### src/rtl/pgw_pkg.sv
package pgw_pkg;
  localparam int unsigned WORD_W  = 32;
  localparam int unsigned DOM_W   = 4;
  localparam int unsigned AP_W    = 2;
  localparam int unsigned LVL_W   = 2;
  localparam int unsigned ACC_W   = 2;
  localparam int unsigned KIND_W  = 3;

  typedef logic [WORD_W-1:0] word_t;

  typedef enum logic [KIND_W-1:0] {
    F_NONE = 3'd0, F_XLAT = 3'd1, F_DOM = 3'd2, F_PERM = 3'd3, F_ABORT = 3'd4
  } fault_e;

  typedef enum logic [1:0] {PG_1K = 2'd0, PG_4K = 2'd1, PG_64K = 2'd2, PG_1M = 2'd3} pgsz_e;

  typedef struct packed {
    word_t            va;
    logic [ACC_W-1:0] acc;
    logic             user;
    word_t            ttb;
    word_t            dacr;
    logic             ext_en;
  } walk_req_t;

  function automatic word_t l1_entry_addr(word_t base, word_t v);
    return {base[31:14], v[31:20], 2'b00};
  endfunction

  function automatic word_t l2_entry_addr(word_t desc, word_t v, logic fine);
    return fine ? {desc[31:12], v[19:10], 2'b00} : {desc[31:10], v[19:12], 2'b00};
  endfunction

  function automatic logic [AP_W-1:0] dom_mode(word_t ctl, logic [DOM_W-1:0] d);
    return ctl[{d, 1'b0} +: AP_W];
  endfunction

  function automatic logic [AP_W-1:0] quarter_ap(word_t desc, logic [1:0] q);
    case (q)
      2'd0:    return desc[5:4];
      2'd1:    return desc[7:6];
      2'd2:    return desc[9:8];
      default: return desc[11:10];
    endcase
  endfunction

  // Returns {write_ok, read_ok} for a client domain.
  function automatic logic [1:0] client_rw(logic [AP_W-1:0] ap, logic user);
    case (ap)
      2'd0:    return 2'b00;
      2'd1:    return user ? 2'b00 : 2'b11;
      2'd2:    return user ? 2'b01 : 2'b11;
      default: return 2'b11;
    endcase
  endfunction
endpackage

### src/rtl/pgw_l1_dec.sv
module pgw_l1_dec
  import pgw_pkg::*;
(
  input  word_t             desc,
  input  word_t             va,
  input  word_t             dacr,
  output logic [1:0]        kind,
  output logic [DOM_W-1:0]  dom,
  output logic [AP_W-1:0]   dmode,
  output logic              deny,
  output word_t             l2_addr,
  output word_t             sec_pa,
  output logic [AP_W-1:0]   sec_ap
);
  logic unused_l1;
  assign unused_l1 = ^{desc[4:2], desc[9]};

  assign kind    = desc[1:0];
  assign dom     = desc[8:5];
  assign dmode   = dom_mode(dacr, dom);
  assign deny    = ~dmode[0];
  assign l2_addr = l2_entry_addr(desc, va, kind == 2'd3);
  assign sec_pa  = {desc[31:20], va[19:0]};
  assign sec_ap  = desc[11:10];
endmodule

### src/rtl/pgw_l2_dec.sv
module pgw_l2_dec
  import pgw_pkg::*;
(
  input  word_t           desc,
  input  word_t           va,
  input  logic            fine,
  input  logic            ext_en,
  output logic            xlat,
  output word_t           pa,
  output pgsz_e           size,
  output logic [AP_W-1:0] ap
);
  logic unused_l2;
  assign unused_l2 = ^{va[31:16], desc[3:2]};

  always_comb begin
    xlat = 1'b0;
    pa   = '0;
    size = PG_4K;
    ap   = desc[5:4];
    case (desc[1:0])
      2'd0: xlat = 1'b1;
      2'd1: begin
        pa   = {desc[31:16], va[15:0]};
        size = PG_64K;
        ap   = quarter_ap(desc, va[15:14]);
      end
      2'd2: begin
        pa   = {desc[31:12], va[11:0]};
        ap   = quarter_ap(desc, va[11:10]);
      end
      default: begin
        if (fine) begin
          pa   = {desc[31:10], va[9:0]};
          size = PG_1K;
        end else if (ext_en) begin
          pa   = {desc[31:12], va[11:0]};
        end else begin
          xlat = 1'b1;
        end
      end
    endcase
  end
endmodule

### src/rtl/pgw_perm.sv
module pgw_perm
  import pgw_pkg::*;
(
  input  logic [AP_W-1:0]  ap,
  input  logic [AP_W-1:0]  dmode,
  input  logic             user,
  input  logic [ACC_W-1:0] acc,
  output logic             allow
);
  logic [1:0] rw;
  assign rw = client_rw(ap, user);

  always_comb begin
    if (dmode == 2'd3)      allow = 1'b1;
    else if (acc == 2'd0)   allow = rw[0];
    else if (acc == 2'd1)   allow = rw[1];
    else                    allow = |rw;
  end
endmodule

### src/rtl/pgwalk_top.sv
module pgwalk_top
  import pgw_pkg::*;
(
  input  logic              clk,
  input  logic              rst_n,
  input  logic              start,
  input  logic [WORD_W-1:0] va,
  input  logic [ACC_W-1:0]  acc,
  input  logic              is_user,
  input  logic [WORD_W-1:0] ttb,
  input  logic [WORD_W-1:0] dacr,
  input  logic              ext_page_en,
  output logic              busy,
  output logic              done,
  output logic [WORD_W-1:0] pa,
  output logic [1:0]        page_sz,
  output logic              fault,
  output logic [KIND_W-1:0] fault_kind,
  output logic [LVL_W-1:0]  fault_lvl,
  output logic [DOM_W-1:0]  fault_dom,
  output logic              mem_req_valid,
  input  logic              mem_req_ready,
  output logic [WORD_W-1:0] mem_req_addr,
  input  logic              mem_rsp_valid,
  input  logic [WORD_W-1:0] mem_rsp_data,
  input  logic              mem_rsp_err
);
  typedef enum logic [2:0] {S_IDLE, S_L1REQ, S_L1WAIT, S_L2REQ, S_L2WAIT, S_FIN} st_e;

  st_e              state;
  walk_req_t        rq;
  logic [DOM_W-1:0] dom_q;
  logic [AP_W-1:0]  dmode_q;
  logic             fine_q;
  word_t            l2a_q;

  fault_e           res_kind;
  logic [LVL_W-1:0] res_lvl;
  logic [DOM_W-1:0] res_dom;
  word_t            res_pa;
  pgsz_e            res_sz;

  logic [1:0]       l1_kind;
  logic [DOM_W-1:0] l1_dom;
  logic [AP_W-1:0]  l1_dmode, sec_ap, l2_ap, perm_ap, perm_dm;
  logic             l1_deny, l2_xlat, allow;
  word_t            l1_l2addr, sec_pa, l2_pa;
  pgsz_e            l2_sz;

  // Named events for the checker
  logic l1_hit, l2_hit, dom_block;

  assign l1_hit    = (state == S_L1WAIT) && mem_rsp_valid;
  assign l2_hit    = (state == S_L2WAIT) && mem_rsp_valid;
  assign dom_block = l1_hit && !mem_rsp_err && (l1_kind != 2'd0) && l1_deny;

  pgw_l1_dec u_l1 (
    .desc(mem_rsp_data), .va(rq.va), .dacr(rq.dacr), .kind(l1_kind), .dom(l1_dom),
    .dmode(l1_dmode), .deny(l1_deny), .l2_addr(l1_l2addr), .sec_pa(sec_pa), .sec_ap(sec_ap)
  );

  pgw_l2_dec u_l2 (
    .desc(mem_rsp_data), .va(rq.va), .fine(fine_q), .ext_en(rq.ext_en),
    .xlat(l2_xlat), .pa(l2_pa), .size(l2_sz), .ap(l2_ap)
  );

  assign perm_ap = (state == S_L1WAIT) ? sec_ap : l2_ap;
  assign perm_dm = (state == S_L1WAIT) ? l1_dmode : dmode_q;

  pgw_perm u_perm (.ap(perm_ap), .dmode(perm_dm), .user(rq.user), .acc(rq.acc), .allow(allow));

  fault_e           fin_kind;
  logic             fin_now, go_l2;
  logic [LVL_W-1:0] fin_lvl;
  logic [DOM_W-1:0] fin_dom;
  word_t            fin_pa;
  pgsz_e            fin_sz;

  always_comb begin
    fin_now  = 1'b0;
    go_l2    = 1'b0;
    fin_kind = F_NONE;
    fin_lvl  = '0;
    fin_dom  = '0;
    fin_pa   = '0;
    fin_sz   = PG_1K;
    if (l1_hit) begin
      fin_now = 1'b1;
      if (mem_rsp_err) begin
        fin_kind = F_ABORT;
        fin_lvl  = 2'd1;
      end else if (l1_kind == 2'd0) begin
        fin_kind = F_XLAT;
        fin_lvl  = 2'd1;
        fin_dom  = l1_dom;
      end else if (l1_deny) begin
        fin_kind = F_DOM;
        fin_lvl  = (l1_kind == 2'd2) ? 2'd1 : 2'd2;
        fin_dom  = l1_dom;
      end else if (l1_kind == 2'd2) begin
        if (allow) begin
          fin_pa = sec_pa;
          fin_sz = PG_1M;
        end else begin
          fin_kind = F_PERM;
          fin_lvl  = 2'd1;
          fin_dom  = l1_dom;
        end
      end else begin
        fin_now = 1'b0;
        go_l2   = 1'b1;
      end
    end else if (l2_hit) begin
      fin_now = 1'b1;
      if (mem_rsp_err || l2_xlat || !allow) begin
        fin_kind = mem_rsp_err ? F_ABORT : (l2_xlat ? F_XLAT : F_PERM);
        fin_lvl  = 2'd2;
        fin_dom  = dom_q;
      end else begin
        fin_pa = l2_pa;
        fin_sz = l2_sz;
      end
    end
  end

  always_ff @(posedge clk) begin
    if (!rst_n) begin
      state    <= S_IDLE;
      rq       <= '0;
      dom_q    <= '0;
      dmode_q  <= '0;
      fine_q   <= 1'b0;
      l2a_q    <= '0;
      res_kind <= F_NONE;
      res_lvl  <= '0;
      res_dom  <= '0;
      res_pa   <= '0;
      res_sz   <= PG_1K;
    end else begin
      case (state)
        S_IDLE: if (start) begin
          rq.va     <= va;
          rq.acc    <= acc;
          rq.user   <= is_user;
          rq.ttb    <= ttb;
          rq.dacr   <= dacr;
          rq.ext_en <= ext_page_en;
          state     <= S_L1REQ;
        end
        S_L1REQ: if (mem_req_ready) state <= S_L1WAIT;
        S_L2REQ: if (mem_req_ready) state <= S_L2WAIT;
        S_L1WAIT, S_L2WAIT: begin
          if (go_l2) begin
            dom_q   <= l1_dom;
            dmode_q <= l1_dmode;
            fine_q  <= (l1_kind == 2'd3);
            l2a_q   <= l1_l2addr;
            state   <= S_L2REQ;
          end else if (fin_now) begin
            res_kind <= fin_kind;
            res_lvl  <= fin_lvl;
            res_dom  <= fin_dom;
            res_pa   <= fin_pa;
            res_sz   <= fin_sz;
            state    <= S_FIN;
          end
        end
        default: state <= S_IDLE;
      endcase
    end
  end

  assign busy          = (state != S_IDLE);
  assign done          = (state == S_FIN);
  assign mem_req_valid = (state == S_L1REQ) || (state == S_L2REQ);
  assign mem_req_addr  = (state == S_L1REQ) ? l1_entry_addr(rq.ttb, rq.va) : l2a_q;
  assign pa            = res_pa;
  assign page_sz       = res_sz;
  assign fault_kind    = res_kind;
  assign fault         = (res_kind != F_NONE);
  assign fault_lvl     = res_lvl;
  assign fault_dom     = res_dom;
endmodule

### config.mk
export PLATFORM = sky130hd
export DESIGN_NAME = pgwalk_top
export DESIGN_NICKNAME = d
export VERILOG_FILES = /design/src/rtl/pgw_pkg.sv /design/src/rtl/pgw_l1_dec.sv /design/src/rtl/pgw_l2_dec.sv /design/src/rtl/pgw_perm.sv /design/src/rtl/pgwalk_top.sv
export SDC_FILE = /design/constraint.sdc
export NUM_CORES = 1
export LEC_CHECK = 0
export BUFFER_PORTS_ARGS = -buffer_cell sky130_fd_sc_hd__buf_4
export CAP_MARGIN = 10
export CELL_PAD_IN_SITES_DETAIL_PLACEMENT = 1
export CELL_PAD_IN_SITES_GLOBAL_PLACEMENT = 1
export CORE_ASPECT_RATIO = 0.5
export CORE_MARGIN = 4
export CORE_UTILIZATION = 41
export CTS_BUF_LIST = sky130_fd_sc_hd__clkbuf_16
export CTS_CLUSTER_SIZE = 28
export DETAILED_ROUTE_END_ITERATION = 6
export PLACE_DENSITY = 0.89
export SLEW_MARGIN = 25
export SYNTH_ARGS = -nofsm -noshare
export SYNTH_HDL_FRONTEND = slang
export SYNTH_SLANG_ARGS = --single-unit
### constraint.sdc
create_clock -name clk -period 4 [get_ports clk]
set_input_delay 0.4 -clock clk [delete_from_list [all_inputs] [get_ports clk]]
set_output_delay 0.4 -clock clk [all_outputs]
set_load 0.05 [all_outputs]
==> flow_metrics.tcl, run 1 <==
set metrics [dict create \
    hold_path_startpoint "mem_rsp_data[31]" \
    power_frac_clock 0.325 \
    synth-seq-cells 169 \
    synth-seq-area-share 0.437 \
    dieWidth_microns 202 \
    fin_worst_skew_ns 0.0107 \
    clkSinkCount 169 \
    p_sw_frac 0.349 \
    layout.cells.non_filler 1356 \
    power_switching_w 0.00173 \
    drt_drc_violations_left 0 \
    remaining_global_route_overflow 0 \
    layout-area-overhead-vs-synth_pct 27.3 \
    dp_cells 1325 \
    tritoncts "done" \
    fraction_of_synthesis_flops_using_an_asynchronous_set_or_reset_pin 0 \
    critical_path.slowest_cell "sky130_fd_sc_hd__nor2_4" \
    worst-r2r-cell-count 7 \
    post_synth.cell_area_avg_sq_um 8.23 \
    worstHoldEndpoint "pa[31]" \
    crit_path_end_kind "output port" \
    clk_root_buffer_cell "sky130_fd_sc_hd__clkbuf_16" \
    power.combinational.fraction 0.270 \
    io-pin-count 217 \
    drt_pass1_iterations 5 \
    required_time_at_the_endpoint_of_the_critical_path_ns 3.60 \
    cts-htree-levels 4 \
    cp_cell_sequence "nand2b_1 > nor2_4 > mux2_2 > buf_4" \
    rr_endpoint "pa[10]" \
    gp_congestion 0.854 \
    dp_hpwl_microns 17900 \
    antenna_cells 0 \
    critical_path.startpoint_type "register" \
    cts_inserted_buffers 17 \
    initial_core_util 0.419 \
    power.leakage_nw 4.03 \
    cts-hold-fix-buffers 0 \
    timing.max_cap.violations 0 \
    dieArea_sq_um 21300 \
    arrival_time_of_the_worst_setup_path_ns 2.62 \
    grt_setup_unrepaired "no" \
    seq_power_share 0.405 \
    slowest_delay_ns 0.80 \
    drt_wl_total_microns 26000 \
    grtUsageTotal 0.238 \
    final.setup.tns_ns 0 \
    first_global_vias 7874 \
    totalPowerFinal_w 0.00495 \
    worst-path-max-fanout 31 \
    yosys_warnings 0 \
    grt_start_max_net_pins 87 \
    max-slew-margin-rel 0.327 \
    timing.final.setup_violations 0 \
    cts.reportedPaths.clkPinSlew_ns 0.07 \
    final_core_util 0.534 \
    power_per_cell_area_nw_per_um2 502 \
    drt-wirelength-per-cell_microns 19.2 \
    dieHeight_microns 105 \
    crit_buf_inv 1 \
    dr_total_vias 7520 \
    synthDistinctLibCells 55 \
    finalNetCount 1227 \
    fin_crit_ns 3.02 \
    synth_cells 942 \
    insertion_delay_ns 0.43 \
    core_area_sq_um 18500 \
    post_cts_resize_count 0 \
    worstHoldPathCells 3 \
    path_class "register to output port" \
    synthFlopType "sky130_fd_sc_hd__dfxtp_1" \
    post-route-period-util 0.755 \
    routed_via_density 5.55 \
    r2r_start "state[1]" \
    cts_post_setup_buffers_inserted 0 \
    run_status "complete, no violations" \
    synth_enable_flop_cells 0 \
    drt_iter0_drc 370 \
    regToRegSetupSlack_ns 1.05 \
    nFillCells 2241 \
    irDropWorstVdd_v 0.000303 \
    internal-power_w 0.00322 \
    core.rowCount 35 \
    worst_pin_slew_ns 1.01 \
    hold_path.class "input pin to register" \
    drtAntennaViolNets 0 \
    timing_max_transition_violations_final 0 \
    critical_path.top_delay_family "simple AND/OR/NAND/NOR gates" \
    layout-drive-gt1-share 0.256 \
    cts-root-to-sink-buffers 2 \
    antenna_found_initial 0 \
    io_buffer_count 198 \
    clock.fmax_ghz 0.331 \
    report.final.hold_viol_count 0 \
    wire_length_of_the_first_global_routing_pass_microns 41200 \
    syn-cell-area_sq_um 7750 \
]
==> worst max path at each step <==
stage	from	slack [ns]	cells after the start	end
floorplan	mem_rsp_data[0]	1.64	11	l2a_q[22]
detailed placement	mem_rsp_data[0]	0.98	8	pa[30]
finish	state[0]	0.98	4	mem_req_addr[21]
global route	state[1]	0.80	7	pa[10]
CTS	state[0]	0.93	4	mem_req_addr[21]
global placement	mem_rsp_data[0]	1.08	8	pa[2]
==> flip-flops by register name, summed over array words and instances (netlist names) <==
signal	count
l2a_q	30
pa	32
fault_lvl	2
page_sz	2
fault_dom	4
dmode_q	2
fine_q	1
fault_kind	3
dom_q	4
rq	86
state	3
==> final cells by class <==
class / count / area, sq um / share of cell area
multi-input cells: 682 / 4000 / 0.406
flip-flops and latches: 169 / 3380 / 0.343
repair buffers: 205 / 1550 / 0.157
clock buffers: 17 / 425 / 0.0431
well taps: 259 / 324 / 0.0329
clock inverters: 14 / 136 / 0.0138
inverters: 10 / 40.0 / 0.00406
==> power groups by stage <==
stage	registers, W	logic [W]	clock network [W]
final	0.00201	0.00134	0.00161
after global routing	0.00203	0.00146	0.00172
after CTS	0.00200	0.00134	0.00164
after detailed placement	0.00204	0.00133	0
after global placement	0.00202	0.00129	0
after floorplan	0.00200	0.000930	0
==> stage by stage <==
stage / cell area (sq um) / hold slack (ns) / setup slack, ns
after detailed placement: 9300 / 0.449 / 0.981
final: 9860 / 0.210 / 0.981
after global routing: 9860 / 0.203 / 0.800
after global placement: 9300 / 0.439 / 1.08
after floorplan: 7750 / 0.433 / 1.64
after CTS: 9860 / 0.196 / 0.932
==> cell families after synthesis <==
logic type | after synthesis | share of synthesized area
fa+ha+maj | 4 | 0.00646
xor+xnor | 1 | 0.00113
simple gates | 389 | 0.207
buf+inv | 92 | 0.0505
compound gates | 198 | 0.167
flops | 169 | 0.437
mux | 88 | 0.131
other cells | 1 | 0.000484
==> cell usage in the layout (no fill, tap or decap), drive strengths merged, types with 14 or more instances in the layout <==
cell type / netlist / routed
nand2: 245 / 245
buf: 27 / 205
dfxtp: 169 / 169
a21oi: 93 / 93
nor2: 80 / 80
mux2i: 50 / 50
mux2: 30 / 30
a32oi: 23 / 23
nand3: 23 / 23
clkbuf: 55 / 17
o22ai: 14 / 14
inv: 10 / 14
==> Yosys cell counts, types with 2 or more instances <==
master	number	area, sq um
sky130_fd_sc_hd__a2111o_1	2	22.5
sky130_fd_sc_hd__a211o_1	2	17.5
sky130_fd_sc_hd__a211oi_1	13	97.6
sky130_fd_sc_hd__a21o_1	2	15.0
sky130_fd_sc_hd__a21oi_1	93	465
sky130_fd_sc_hd__a22oi_1	13	97.6
sky130_fd_sc_hd__a31oi_1	3	18.8
sky130_fd_sc_hd__a32oi_1	23	201
sky130_fd_sc_hd__and2_1	5	31.3
sky130_fd_sc_hd__and3_1	2	12.5
sky130_fd_sc_hd__buf_1	5	18.8
sky130_fd_sc_hd__buf_2	16	80.1
sky130_fd_sc_hd__buf_4	5	37.5
sky130_fd_sc_hd__clkbuf_1	55	206
sky130_fd_sc_hd__dfxtp_1	169	3380
sky130_fd_sc_hd__ha_1	4	50.1
sky130_fd_sc_hd__inv_1	10	37.5
sky130_fd_sc_hd__mux2_2	30	338
sky130_fd_sc_hd__mux2i_1	50	500
sky130_fd_sc_hd__mux4_2	8	180
sky130_fd_sc_hd__nand2_1	245	920
sky130_fd_sc_hd__nand2b_1	6	37.5
sky130_fd_sc_hd__nand3_1	23	115
sky130_fd_sc_hd__nor2_1	79	297
sky130_fd_sc_hd__nor2b_1	4	25.0
sky130_fd_sc_hd__nor3_1	10	50.1
sky130_fd_sc_hd__nor3b_1	4	30.0
sky130_fd_sc_hd__o211ai_1	3	22.5
sky130_fd_sc_hd__o21ai_0	8	40.0
sky130_fd_sc_hd__o22a_1	8	70.1
sky130_fd_sc_hd__o22ai_1	14	87.6
sky130_fd_sc_hd__o31ai_1	2	15.0
sky130_fd_sc_hd__o32ai_1	2	17.5
sky130_fd_sc_hd__or2_2	2	12.5
sky130_fd_sc_hd__or3_1	2	12.5
==> layer usage <==
metal / track usage / vias up / share of wire
li1: - / 3539 / -
met1: 0.309 / 3734 / 0.45
met2: 0.408 / 217 / 0.49
met3: 0.0480 / 30 / 0.045
met4: 0.0605 / 0 / 0.013
met5: 0 / - / 0
==> worst min-delay path, cell delays in order <==
cell and delay (ns):
sky130_fd_sc_hd__buf_4 0.09, sky130_fd_sc_hd__nand3_1 0.06, sky130_fd_sc_hd__nand2_1 0.06
Power figures use the tool's default switching activity.
==> run 2, diff against run 1 <==
- CORE_UTILIZATION: 41 -> 38
- PLACE_DENSITY: 0.89 -> 0.84
- clock period: 4 -> 3 ns (I/O delays scaled with it)
==> run 2 against run 1 <==
- cell area up 1.2%
- critical path depth increased by 1
- largest power group unchanged
- highest routed layer unchanged
- via count decreased by 1.4%
- register-to-register slack got worse by 0.65 ns
==> flow_metrics.tcl, run 2 (synthesis gave the netlist of run 1 again) <==
set metrics [dict create \
    largest_reg_flops 86 \
    highest_count_cells_in_the_layout_ignoring_fill_and_taps "244 x sky130_fd_sc_hd__nand2_1, 213 x sky130_fd_sc_hd__buf_4, 169 x sky130_fd_sc_hd__dfxtp_1" \
    totalPowerFinal_w 0.00675 \
    grtUsageTotal 0.225 \
    crit_path_end_kind "output port" \
    critical_path.top_delay_family "buffers and inverters" \
    clock.fmax_ghz 0.381 \
    dieWidth_microns 210 \
    hold_path_startpoint "mem_rsp_data[20]" \
    clkSinkCount 169 \
    dieArea_sq_um 22900 \
    max-slew-margin-rel 0.342 \
    timing.max_cap.violations 0 \
    cts-hold-fix-buffers 0 \
    layout-drive-gt1-share 0.266 \
    io_buffer_count 198 \
    drt_pass1_iterations 4 \
    seq_power_share 0.396 \
    routed_via_density 5.40 \
    cts.reportedPaths.clkPinSlew_ns 0.07 \
    mostFrequentLayoutCell "sky130_fd_sc_hd__nand2_1" \
    antenna_found_initial 0 \
    final.setup.tns_ns 0 \
    slowest_delay_ns 0.50 \
    worst_pin_slew_ns 0.988 \
    drt_drc_violations_left 0 \
    drt_iter0_drc 342 \
    wire_length_of_the_first_global_routing_pass_microns 41000 \
    dr_total_vias 7414 \
    grt_setup_unrepaired "no" \
    internal-power_w 0.00442 \
    worstHoldPathCells 3 \
    p_sw_frac 0.345 \
    grt_start_max_net_pins 87 \
    irDropWorstVdd_v 0.000470 \
    core_area_sq_um 19700 \
    worst-path-max-fanout 31 \
    cts_post_setup_buffers_inserted 0 \
    drt_wl_total_microns 25800 \
    critical_path.slowest_cell "sky130_fd_sc_hd__dfxtp_1" \
    antenna_cells 0 \
    critical_path.startpoint_type "register" \
    io-pin-count 217 \
    dp_hpwl_microns 18200 \
    rr_endpoint "pa[29]" \
    power_per_cell_area_nw_per_um2 677 \
    r2r_start "state[1]" \
    finalNetCount 1236 \
    dieHeight_microns 109 \
    power_switching_w 0.00233 \
    required_time_at_the_endpoint_of_the_critical_path_ns 2.70 \
    post_cts_resize_count 0 \
    path_common_cell "sky130_fd_sc_hd__buf_4" \
    timing.final.setup_violations 0 \
    crit_buf_inv 2 \
    regToRegSetupSlack_ns 0.40 \
    report.final.hold_viol_count 0 \
    cts-htree-levels 4 \
    fin_worst_skew_ns 0.0101 \
    hold_path.class "input pin to register" \
    register_ranked_first_by_flip_flop_count "rq" \
    power_frac_clock 0.337 \
    cts-root-to-sink-buffers 2 \
    power.combinational.fraction 0.266 \
    tritoncts "done" \
    fin_crit_ns 2.63 \
    cp_cell_sequence "nand2b_1 > nor2_4 > buf_4 > mux2_2 > buf_4" \
    power.leakage_nw 4.10 \
    cts_inserted_buffers 17 \
    run_status "complete, no violations" \
    initial_core_util 0.393 \
    layout-area-overhead-vs-synth_pct 28.8 \
    drtAntennaViolNets 0 \
    arrival_time_of_the_worst_setup_path_ns 2.33 \
    remaining_global_route_overflow 0 \
    worstHoldEndpoint "pa[20]" \
    gp_congestion 0.849 \
    insertion_delay_ns 0.44 \
    path_class "register to output port" \
    worst-r2r-cell-count 6 \
    clk_root_buffer_cell "sky130_fd_sc_hd__clkbuf_16" \
    post-route-period-util 0.876 \
    first_global_vias 7603 \
    drt-wirelength-per-cell_microns 18.8 \
    core.rowCount 36 \
    timing_max_transition_violations_final 0 \
]
[run 2: changes by cell type in the layout (fill, tap and decap cells not counted), sizes merged]
| cell | before | now |
|---|---|---|
| inv | 14 | 13 |
| clkinvlp | 4 | 2 |
| buf | 205 | 214 |
| clkinv | 4 | 7 |
| bufinv | 2 | 3 |
[run 2: worst max-delay path by stage]
stage	from	end	slack [ns]	cells after the start
final	state[0]	mem_req_addr[26]	0.37	5
after global routing	state[1]	pa[0]	0.20	6
after CTS	state[0]	mem_req_addr[31]	0.37	5
after detailed placement	mem_rsp_data[5]	fault_lvl[0]	0.39	7
after global placement	mem_rsp_data[5]	fault_lvl[0]	0.41	7
after floorplan	mem_rsp_data[0]	l2a_q[22]	0.74	11
[run 2: final cells by class]
cell class	count	area [sq um]
fillers	2383	9750
multi-input cells	682	4000
flip-flops and latches	169	3380
repair buffers	214	1620
clock buffers	17	425
well taps	266	333
clock inverters	15	175
inverters	10	40.0
[run 2: metrics by stage]
stage / instances / hold WS [ns] / setup WS [ns] / util / cell area, sq um
3_5_place_dp: 1341 / 0.445 / 0.390 / 0.475 / 9380
5_1_grt: 1373 / 0.0999 / 0.195 / 0.506 / 9980
4_1_cts: 1373 / 0.0833 / 0.366 / 0.506 / 9980
6_report: 1373 / 0.0948 / 0.373 / 0.506 / 9980
2_1_floorplan: 943 / 0.430 / 0.743 / - / 7750
3_3_place_gp: 1341 / 0.439 / 0.410 / 0.475 / 9380
[run 2: power by group through the flow]
stage          sequential (W)  clock, W  combinational (W)
2_1_floorplan         0.00266         0            0.00124
3_3_place_gp          0.00270         0            0.00175
3_5_place_dp          0.00272         0            0.00180
4_1_cts               0.00267   0.00233            0.00181
5_1_grt               0.00270   0.00243            0.00196
6_report              0.00268   0.00228            0.00180
[run 2: worst min-delay path, cell delays in order]
cell,delay (ns)
sky130_fd_sc_hd__buf_4,0.09
sky130_fd_sc_hd__nand3_1,0.05
sky130_fd_sc_hd__nand2_1,0.06
[run 2: routing by layer]
layer  part of all wire  global-route usage
met1               0.46               0.294
met2               0.48               0.379
met3              0.040              0.0417
met4              0.022              0.0763
met5                  0                   0
